<file path="config.mk">
export PLATFORM = sky130hd
export DESIGN_NAME = pio_prog_seq
export DESIGN_NICKNAME = d
export VERILOG_FILES = /design/src/rtl/pio_seq_pkg.sv /design/src/rtl/pio_mode_clamp.sv /design/src/rtl/pio_timing_lut.sv /design/src/rtl/pio_step_decode.sv /design/src/rtl/pio_prog_seq.sv
export SDC_FILE = /design/constraint.sdc
export NUM_CORES = 1
export LEC_CHECK = 0
export BUFFER_PORTS_ARGS = -buffer_cell sky130_fd_sc_hd__buf_2
export CORE_MARGIN = 2
export CORE_UTILIZATION = 24
export CTS_BUF_LIST = sky130_fd_sc_hd__clkbuf_8 sky130_fd_sc_hd__clkbuf_16
export CTS_CLUSTER_SIZE = 12
export DETAILED_ROUTE_END_ITERATION = 16
export SLEW_MARGIN = 5
export SYNTH_ARGS = -nofsm -noshare
export SYNTH_HDL_FRONTEND = slang
export SYNTH_SLANG_ARGS = --single-unit
export TNS_END_PERCENT = 30
</file>
<file path="constraint.sdc">
create_clock -name clk -period 2 [get_ports clk]
set_input_delay 0.1 -clock clk [delete_from_list [all_inputs] [get_ports clk]]
set_output_delay 0.1 -clock clk [all_outputs]
set_load 0.01 [all_outputs]
</file>
<file path="src/rtl/pio_seq_pkg.sv">
package pio_seq_pkg;
  localparam int OFS_W  = 3;
  localparam int BYTE_W = 8;
  localparam int WORD_W = 16;
  localparam int MSEL_W = 3;

  localparam logic [OFS_W-1:0] OFS_RD_TIM = 3'd0;
  localparam logic [OFS_W-1:0] OFS_WR_TIM = 3'd1;
  localparam logic [OFS_W-1:0] OFS_GATE   = 3'd1;
  localparam logic [OFS_W-1:0] OFS_KEY    = 3'd2;
  localparam logic [OFS_W-1:0] OFS_CTRL   = 3'd3;
  localparam logic [OFS_W-1:0] OFS_STRAP  = 3'd5;
  localparam logic [OFS_W-1:0] OFS_MISC   = 3'd6;

  localparam logic [BYTE_W-1:0] KEY_OPEN    = 8'h03;
  localparam logic [BYTE_W-1:0] KEY_CLOSE   = 8'h83;
  localparam logic [BYTE_W-1:0] CTRL_FINAL  = 8'h85;
  localparam logic [BYTE_W-1:0] STRAP_PROBE = 8'hFF;

  typedef struct packed {
    logic              we;
    logic              wide;
    logic [OFS_W-1:0]  ofs;
    logic [BYTE_W-1:0] data;
  } bus_op_t;

  typedef enum logic [1:0] {S_IDLE, S_PROBE, S_CFG, S_FIN} seq_state_t;

  function automatic logic [BYTE_W-1:0] setup_byte(input logic fast, input logic [MSEL_W-1:0] m);
    logic [BYTE_W-1:0] v;
    case (m)
      3'd0:    v = fast ? 8'h20 : 8'h30;
      3'd1:    v = 8'h20;
      3'd2:    v = fast ? 8'h10 : 8'h20;
      default: v = 8'h10;
    endcase
    return v;
  endfunction

  function automatic logic [BYTE_W-1:0] drec_byte(input logic fast, input logic [MSEL_W-1:0] m);
    logic [BYTE_W-1:0] v;
    case (m)
      3'd0:    v = fast ? 8'h58 : 8'h6B;
      3'd1:    v = fast ? 8'h44 : 8'h56;
      3'd2:    v = fast ? 8'h32 : 8'h42;
      3'd3:    v = fast ? 8'h22 : 8'h32;
      default: v = fast ? 8'h21 : 8'h31;
    endcase
    return v;
  endfunction

  function automatic logic [BYTE_W-1:0] max_byte(input logic [BYTE_W-1:0] a, input logic [BYTE_W-1:0] b);
    return (a > b) ? a : b;
  endfunction

  function automatic bus_op_t mk_op(input logic we, input logic [OFS_W-1:0] ofs, input logic [BYTE_W-1:0] d);
    bus_op_t o;
    o.we   = we;
    o.wide = ~we;
    o.ofs  = ofs;
    o.data = d;
    return o;
  endfunction
endpackage

</file>
<file path="src/rtl/pio_mode_clamp.sv">
module pio_mode_clamp
  import pio_seq_pkg::*;
#(
  parameter int MODE_W   = 3,
  parameter int MAX_MODE = 4
) (
  input  logic [MODE_W-1:0] mode_in,
  output logic [MSEL_W-1:0] mode_out
);
  localparam logic [MODE_W-1:0] LIMIT = MODE_W'(MAX_MODE);

  always_comb begin
    if (mode_in > LIMIT) mode_out = MSEL_W'(LIMIT);
    else                 mode_out = MSEL_W'(mode_in);
  end
endmodule

</file>
<file path="src/rtl/pio_timing_lut.sv">
module pio_timing_lut
  import pio_seq_pkg::*;
(
  input  logic              fast,
  input  logic [MSEL_W-1:0] mode_a,
  input  logic [MSEL_W-1:0] mode_b,
  input  logic              pair_ok,
  output logic [BYTE_W-1:0] setup_val,
  output logic [BYTE_W-1:0] drec_val
);
  logic [BYTE_W-1:0] setup_a, setup_b;

  always_comb begin
    setup_a   = setup_byte(fast, mode_a);
    setup_b   = setup_byte(fast, mode_b);
    setup_val = pair_ok ? max_byte(setup_a, setup_b) : setup_a;
    drec_val  = drec_byte(fast, mode_a);
  end
endmodule

</file>
<file path="src/rtl/pio_step_decode.sv">
module pio_step_decode
  import pio_seq_pkg::*;
#(
  parameter int DEV_W = 1
) (
  input  logic              in_probe,
  input  logic              probe_idx,
  input  logic [2:0]        cfg_idx,
  input  logic [2:0]        sub_idx,
  input  logic [DEV_W-1:0]  devno,
  input  logic [BYTE_W-1:0] drec_val,
  input  logic [BYTE_W-1:0] setup_val,
  output bus_op_t           op
);
  logic [OFS_W-1:0]  tgt_ofs;
  logic [BYTE_W-1:0] tgt_data;

  always_comb begin
    case (cfg_idx)
      3'd0:    begin tgt_ofs = OFS_MISC;   tgt_data = BYTE_W'(devno); end
      3'd1:    begin tgt_ofs = OFS_RD_TIM; tgt_data = drec_val;       end
      3'd2:    begin tgt_ofs = OFS_WR_TIM; tgt_data = drec_val;       end
      3'd3:    begin tgt_ofs = OFS_MISC;   tgt_data = setup_val;      end
      default: begin tgt_ofs = OFS_CTRL;   tgt_data = CTRL_FINAL;     end
    endcase

    if (in_probe) begin
      op = probe_idx ? mk_op(1'b0, OFS_STRAP, '0) : mk_op(1'b1, OFS_STRAP, STRAP_PROBE);
    end else begin
      case (sub_idx)
        3'd0, 3'd1: op = mk_op(1'b0, OFS_GATE, '0);
        3'd2:       op = mk_op(1'b1, OFS_KEY, KEY_OPEN);
        3'd3:       op = mk_op(1'b1, tgt_ofs, tgt_data);
        default:    op = mk_op(1'b1, OFS_KEY, KEY_CLOSE);
      endcase
    end
  end
endmodule

</file>
<file path="src/rtl/pio_prog_seq.sv">
module pio_prog_seq
  import pio_seq_pkg::*;
#(
  parameter int MODE_W   = 3,
  parameter int MAX_MODE = 4,
  parameter int DEV_W    = 1,
  parameter int NUM_CFG  = 5,
  parameter int SUB_STEPS = 5,
  parameter int STRAP_BIT = 0
) (
  input  logic              clk,
  input  logic              rst_n,
  input  logic              start_i,
  input  logic [MODE_W-1:0] mode_i,
  input  logic [DEV_W-1:0]  devno_i,
  input  logic              pair_valid_i,
  input  logic [MODE_W-1:0] pair_mode_i,
  output logic              bus_req_o,
  output logic              bus_we_o,
  output logic              bus_wide_o,
  output logic [OFS_W-1:0]  bus_addr_o,
  output logic [BYTE_W-1:0] bus_wdata_o,
  input  logic [WORD_W-1:0] bus_rdata_i,
  input  logic              bus_ready_i,
  output logic              done_o
);
  localparam logic [2:0] LAST_CFG = 3'(NUM_CFG - 1);
  localparam logic [2:0] LAST_SUB = 3'(SUB_STEPS - 1);

  seq_state_t        state_q;
  logic              probe_idx_q;
  logic [2:0]        cfg_idx_q, sub_idx_q;
  logic              fast_q;
  logic [MODE_W-1:0] mode_q, pair_mode_q;
  logic              pair_ok_q;
  logic [DEV_W-1:0]  devno_q;

  logic [MSEL_W-1:0] mode_a_c, mode_b_c;
  logic [BYTE_W-1:0] setup_val, drec_val;
  bus_op_t           op;

  // named events used by the checker
  logic xfer_w, last_xfer_w, accept_w;
  logic unused_rdata;

  assign unused_rdata = ^bus_rdata_i;
  assign bus_req_o   = (state_q == S_PROBE) || (state_q == S_CFG);
  assign done_o      = (state_q == S_FIN);
  assign xfer_w      = bus_req_o && bus_ready_i;
  assign accept_w    = start_i && (state_q == S_IDLE);
  assign last_xfer_w = xfer_w && (state_q == S_CFG) &&
                       (cfg_idx_q == LAST_CFG) && (sub_idx_q == LAST_SUB);

  pio_mode_clamp #(.MODE_W(MODE_W), .MAX_MODE(MAX_MODE)) u_clamp_a (
    .mode_in(mode_q), .mode_out(mode_a_c));
  pio_mode_clamp #(.MODE_W(MODE_W), .MAX_MODE(MAX_MODE)) u_clamp_b (
    .mode_in(pair_mode_q), .mode_out(mode_b_c));

  pio_timing_lut u_lut (
    .fast(fast_q), .mode_a(mode_a_c), .mode_b(mode_b_c), .pair_ok(pair_ok_q),
    .setup_val(setup_val), .drec_val(drec_val));

  pio_step_decode #(.DEV_W(DEV_W)) u_dec (
    .in_probe(state_q == S_PROBE), .probe_idx(probe_idx_q),
    .cfg_idx(cfg_idx_q), .sub_idx(sub_idx_q), .devno(devno_q),
    .drec_val(drec_val), .setup_val(setup_val), .op(op));

  assign bus_we_o    = op.we;
  assign bus_wide_o  = op.wide;
  assign bus_addr_o  = op.ofs;
  assign bus_wdata_o = op.data;

  always_ff @(posedge clk or negedge rst_n) begin
    if (!rst_n) begin
      state_q     <= S_IDLE;
      probe_idx_q <= 1'b0;
      cfg_idx_q   <= '0;
      sub_idx_q   <= '0;
      fast_q      <= 1'b0;
      mode_q      <= '0;
      pair_mode_q <= '0;
      pair_ok_q   <= 1'b0;
      devno_q     <= '0;
    end else begin
      case (state_q)
        S_IDLE: if (accept_w) begin
          mode_q      <= mode_i;
          pair_mode_q <= pair_mode_i;
          pair_ok_q   <= pair_valid_i;
          devno_q     <= devno_i;
          probe_idx_q <= 1'b0;
          state_q     <= S_PROBE;
        end
        S_PROBE: if (xfer_w) begin
          if (!probe_idx_q) begin
            probe_idx_q <= 1'b1;
          end else begin
            fast_q    <= bus_rdata_i[STRAP_BIT];
            cfg_idx_q <= '0;
            sub_idx_q <= '0;
            state_q   <= S_CFG;
          end
        end
        S_CFG: if (xfer_w) begin
          if (sub_idx_q == LAST_SUB) begin
            sub_idx_q <= '0;
            if (cfg_idx_q == LAST_CFG) state_q <= S_FIN;
            else cfg_idx_q <= cfg_idx_q + 3'd1;
          end else begin
            sub_idx_q <= sub_idx_q + 3'd1;
          end
        end
        default: state_q <= S_IDLE;
      endcase
    end
  end
endmodule

</file>
==> results.tsv <==
metric	value	unit
peakVddDrop	626	uV
cp-end-kind	output port	
drv_slew	0	
numClockSinks	18	
multi_input_area	0.00103	mm^2
tightestPinTransition	416	ps
avgViaCountPerCell	4.59	
crit_slowest_cell	dfrtp_1	
min_period	2330	ps
fmax	430	MHz
syn_inst	155	
synth_edf_count	0	
ys_ff_latch	18	
ys.flop_type	dfrtp_1	
cts_tree	yes	
die_area	0.00652	mm^2
layout_setup_ws	-326	ps
dr.first_iter.drc_count	49	
drive_gt1_share	45.2	%
synthTopCellsByCount	dfrtp_1 (18), ha_1 (17), mux2_2 (13), nand2_1 (13), inv_1 (12)	
synth_nets	200	
chipHeight	80.7	um
cpPeakStageDelay	390	ps
hpwlAfterDp	2610	um
finalHoldViolCount	0	
setup_viol	2	
fin_skew	2.96	ps
synthArstFlopShare	100	%
final_antenna_net_count	0	
fin_area	0.00194	mm^2
clockBufferDepth	2	
grtUsageTotal	10.6	%
design.core.area	0.00561	mm^2
synth_largest_area_cell	dfrtp_1	
cp.arrival	2230	ps
cp-start-kind	flop	
finalWirelength	3250	um
outcome	finished, violations left	
syn_avg_cell_area	9.11	um^2
grt_pass1_vias	1175	
hp-class	input port to flop	
powerDensity	1850	mW/mm^2
finalPower	3.60	mW
die_w	80.7	um
finalCritPeriodShare	116	%
synth_warnings	0	
grt_max_degree	19	
drc	0	
wl_per_cell	12.0	um
fillers	614	
grt_remaining_overflow	0	
critPathRequiredTime	1900	ps
clkLatencyLatePin	260	ps
syn_to_final_growth	37.6	%
worst-setup-path-type	flop to output port	
dr.pass1.iters	4	
grt_pass1_wl	5360	um
cp_max_fo	2	
cap_violations	0	
synth_area_leaders	dfrtp_1 (32%), ha_1 (15%), mux2_2 (10%)	
ios	43	
port_buffers	27	
vias	1245	
yosysMostFrequentCell	dfrtp_1	
slew_headroom	72.2	%
cts-htree-levels	1	
cp_cell_sequence	o21a_1 > or2_4 > ha_4 > nor2b_4 > o21ai_2 > mux2_4 > o221ai_4 > buf_6	
gp_congestion	0.792	
row_count	27	
leakage	0.887	nW
placed_area	0.00175	mm^2
fin_nets	245	
mappedNetlistArea	0.00141	mm^2
antenna_cells	0	
netlist.area_leader.share	31.9	%
yosysUniqueCellTypes	38	
yosysSeqAreaShare	31.9	%
start_util	25.2	%
rsz0062_at_grt	yes	
cts_made_buffers	3	
seqCellArea	452	um^2
clk_pin_slew	70	ps
antenna_found_initial	0	
root_buffer	clkbuf_8	
violations	setup timing	
-- cell families after synthesis --
family	Yosys count	share of synthesized area [%]
AND/OR/NAND/NOR	55	20.4
AO/OA/AOI/OAI	34	16.5
flip-flops	18	31.9
adder cells (fa/ha/maj)	17	15.1
buffers and inverters	16	4.52
multiplexers	14	11.1
XOR/XNOR	1	0.620
-- final timing paths --
kind / startpoint / end / slack, ps / cells after the start
min: pair_mode_i[2] / pair_mode_q[2] / 70 / 2
max reg2reg: state_q[0] / state_q[1] / 270 / 6
min reg2reg: devno_q / devno_q / 540 / 1
min in group asynchronous: rst_n / state_q[1] / 310 / 2
max in group asynchronous: rst_n / cfg_idx_q[2] / 1380 / 2
max: fast_q / bus_wdata_o[4] / -330 / 8
-- metal layers --
layer	GRT usage (%)	part of all wire [%]	vias to the layer above
li1	-	-	637
met3	1.69	4.0	5
met2	16.1	45	22
met5	0	0	-
met4	3.56	1.4	0
met1	15.1	49	581
-- per-stage QoR --
step                      instances  util [%]  hold WS [ps]  setup slack (ps)  TNS [ps]
after floorplan                 155         -          -196              17.0         0
after global placement          264      31.2          57.4             -88.7     -88.7
after detailed placement        264      31.2          59.1             -98.9     -98.9
after CTS                       270      33.1          70.0              -339      -620
after global routing            271      34.7          76.5              -428      -917
final                           271      34.7          71.0              -326      -554
-- power breakdown --
group / switching, mW / internal (mW) / total (mW)
Clock: 0.125 / 0.175 / 0.300
Combinational: 1.26 / 1.31 / 2.57
Sequential: 0.196 / 0.533 / 0.729
Total: 1.58 / 2.02 / 3.60
-- timing repair --
action | 4_1_cts | 5_1_grt
hold endpoints to repair | 18 | 0
setup buffers | 1 | 1
setup endpoints to repair | 5 | 12
gates resized for setup | 8 | 22
hold buffers | 1 | 0
pin swaps | 5 | 8
-- flip-flops by register name (all words and copies together) (netlist names) --
register / flops
cfg_idx_q: 3
devno_q: 1
fast_q: 1
mode_q: 3
pair_mode_q: 3
pair_ok_q: 1
probe_idx_q: 1
state_q: 2
sub_idx_q: 3
-- worst max-delay path, delay by kind of cell, from the launching register on --
| family | cells | cell delay, ps |
|---|---|---|
| mux | 1 | 320 |
| buf+inv | 1 | 130 |
| simple gates | 2 | 390 |
| compound gates | 3 | 520 |
| flops | 1 | 390 |
| fa+ha+maj | 1 | 220 |
-- cell usage in the layout (no fill, tap or decap), drive strengths merged, types with 8 or more instances in the layout --
cell type / netlist / layout
nor2: 10 / 10
dfrtp: 18 / 18
inv: 13 / 13
buf: 3 / 42
ha: 17 / 17
o21ai: 8 / 8
a21oi: 9 / 9
mux2: 13 / 13
nor3: 8 / 8
nand2: 13 / 13
-- cell type report --
cell class | count | share of cell area (%)
sequential | 18 | 23.2
inverter | 13 | 2.51
timing repair buffer | 43 | 14.0
clock buffer | 4 | 2.83
tap | 72 | 4.63
multi-input combinational | 121 | 52.8
Power figures use the tool's default switching activity.
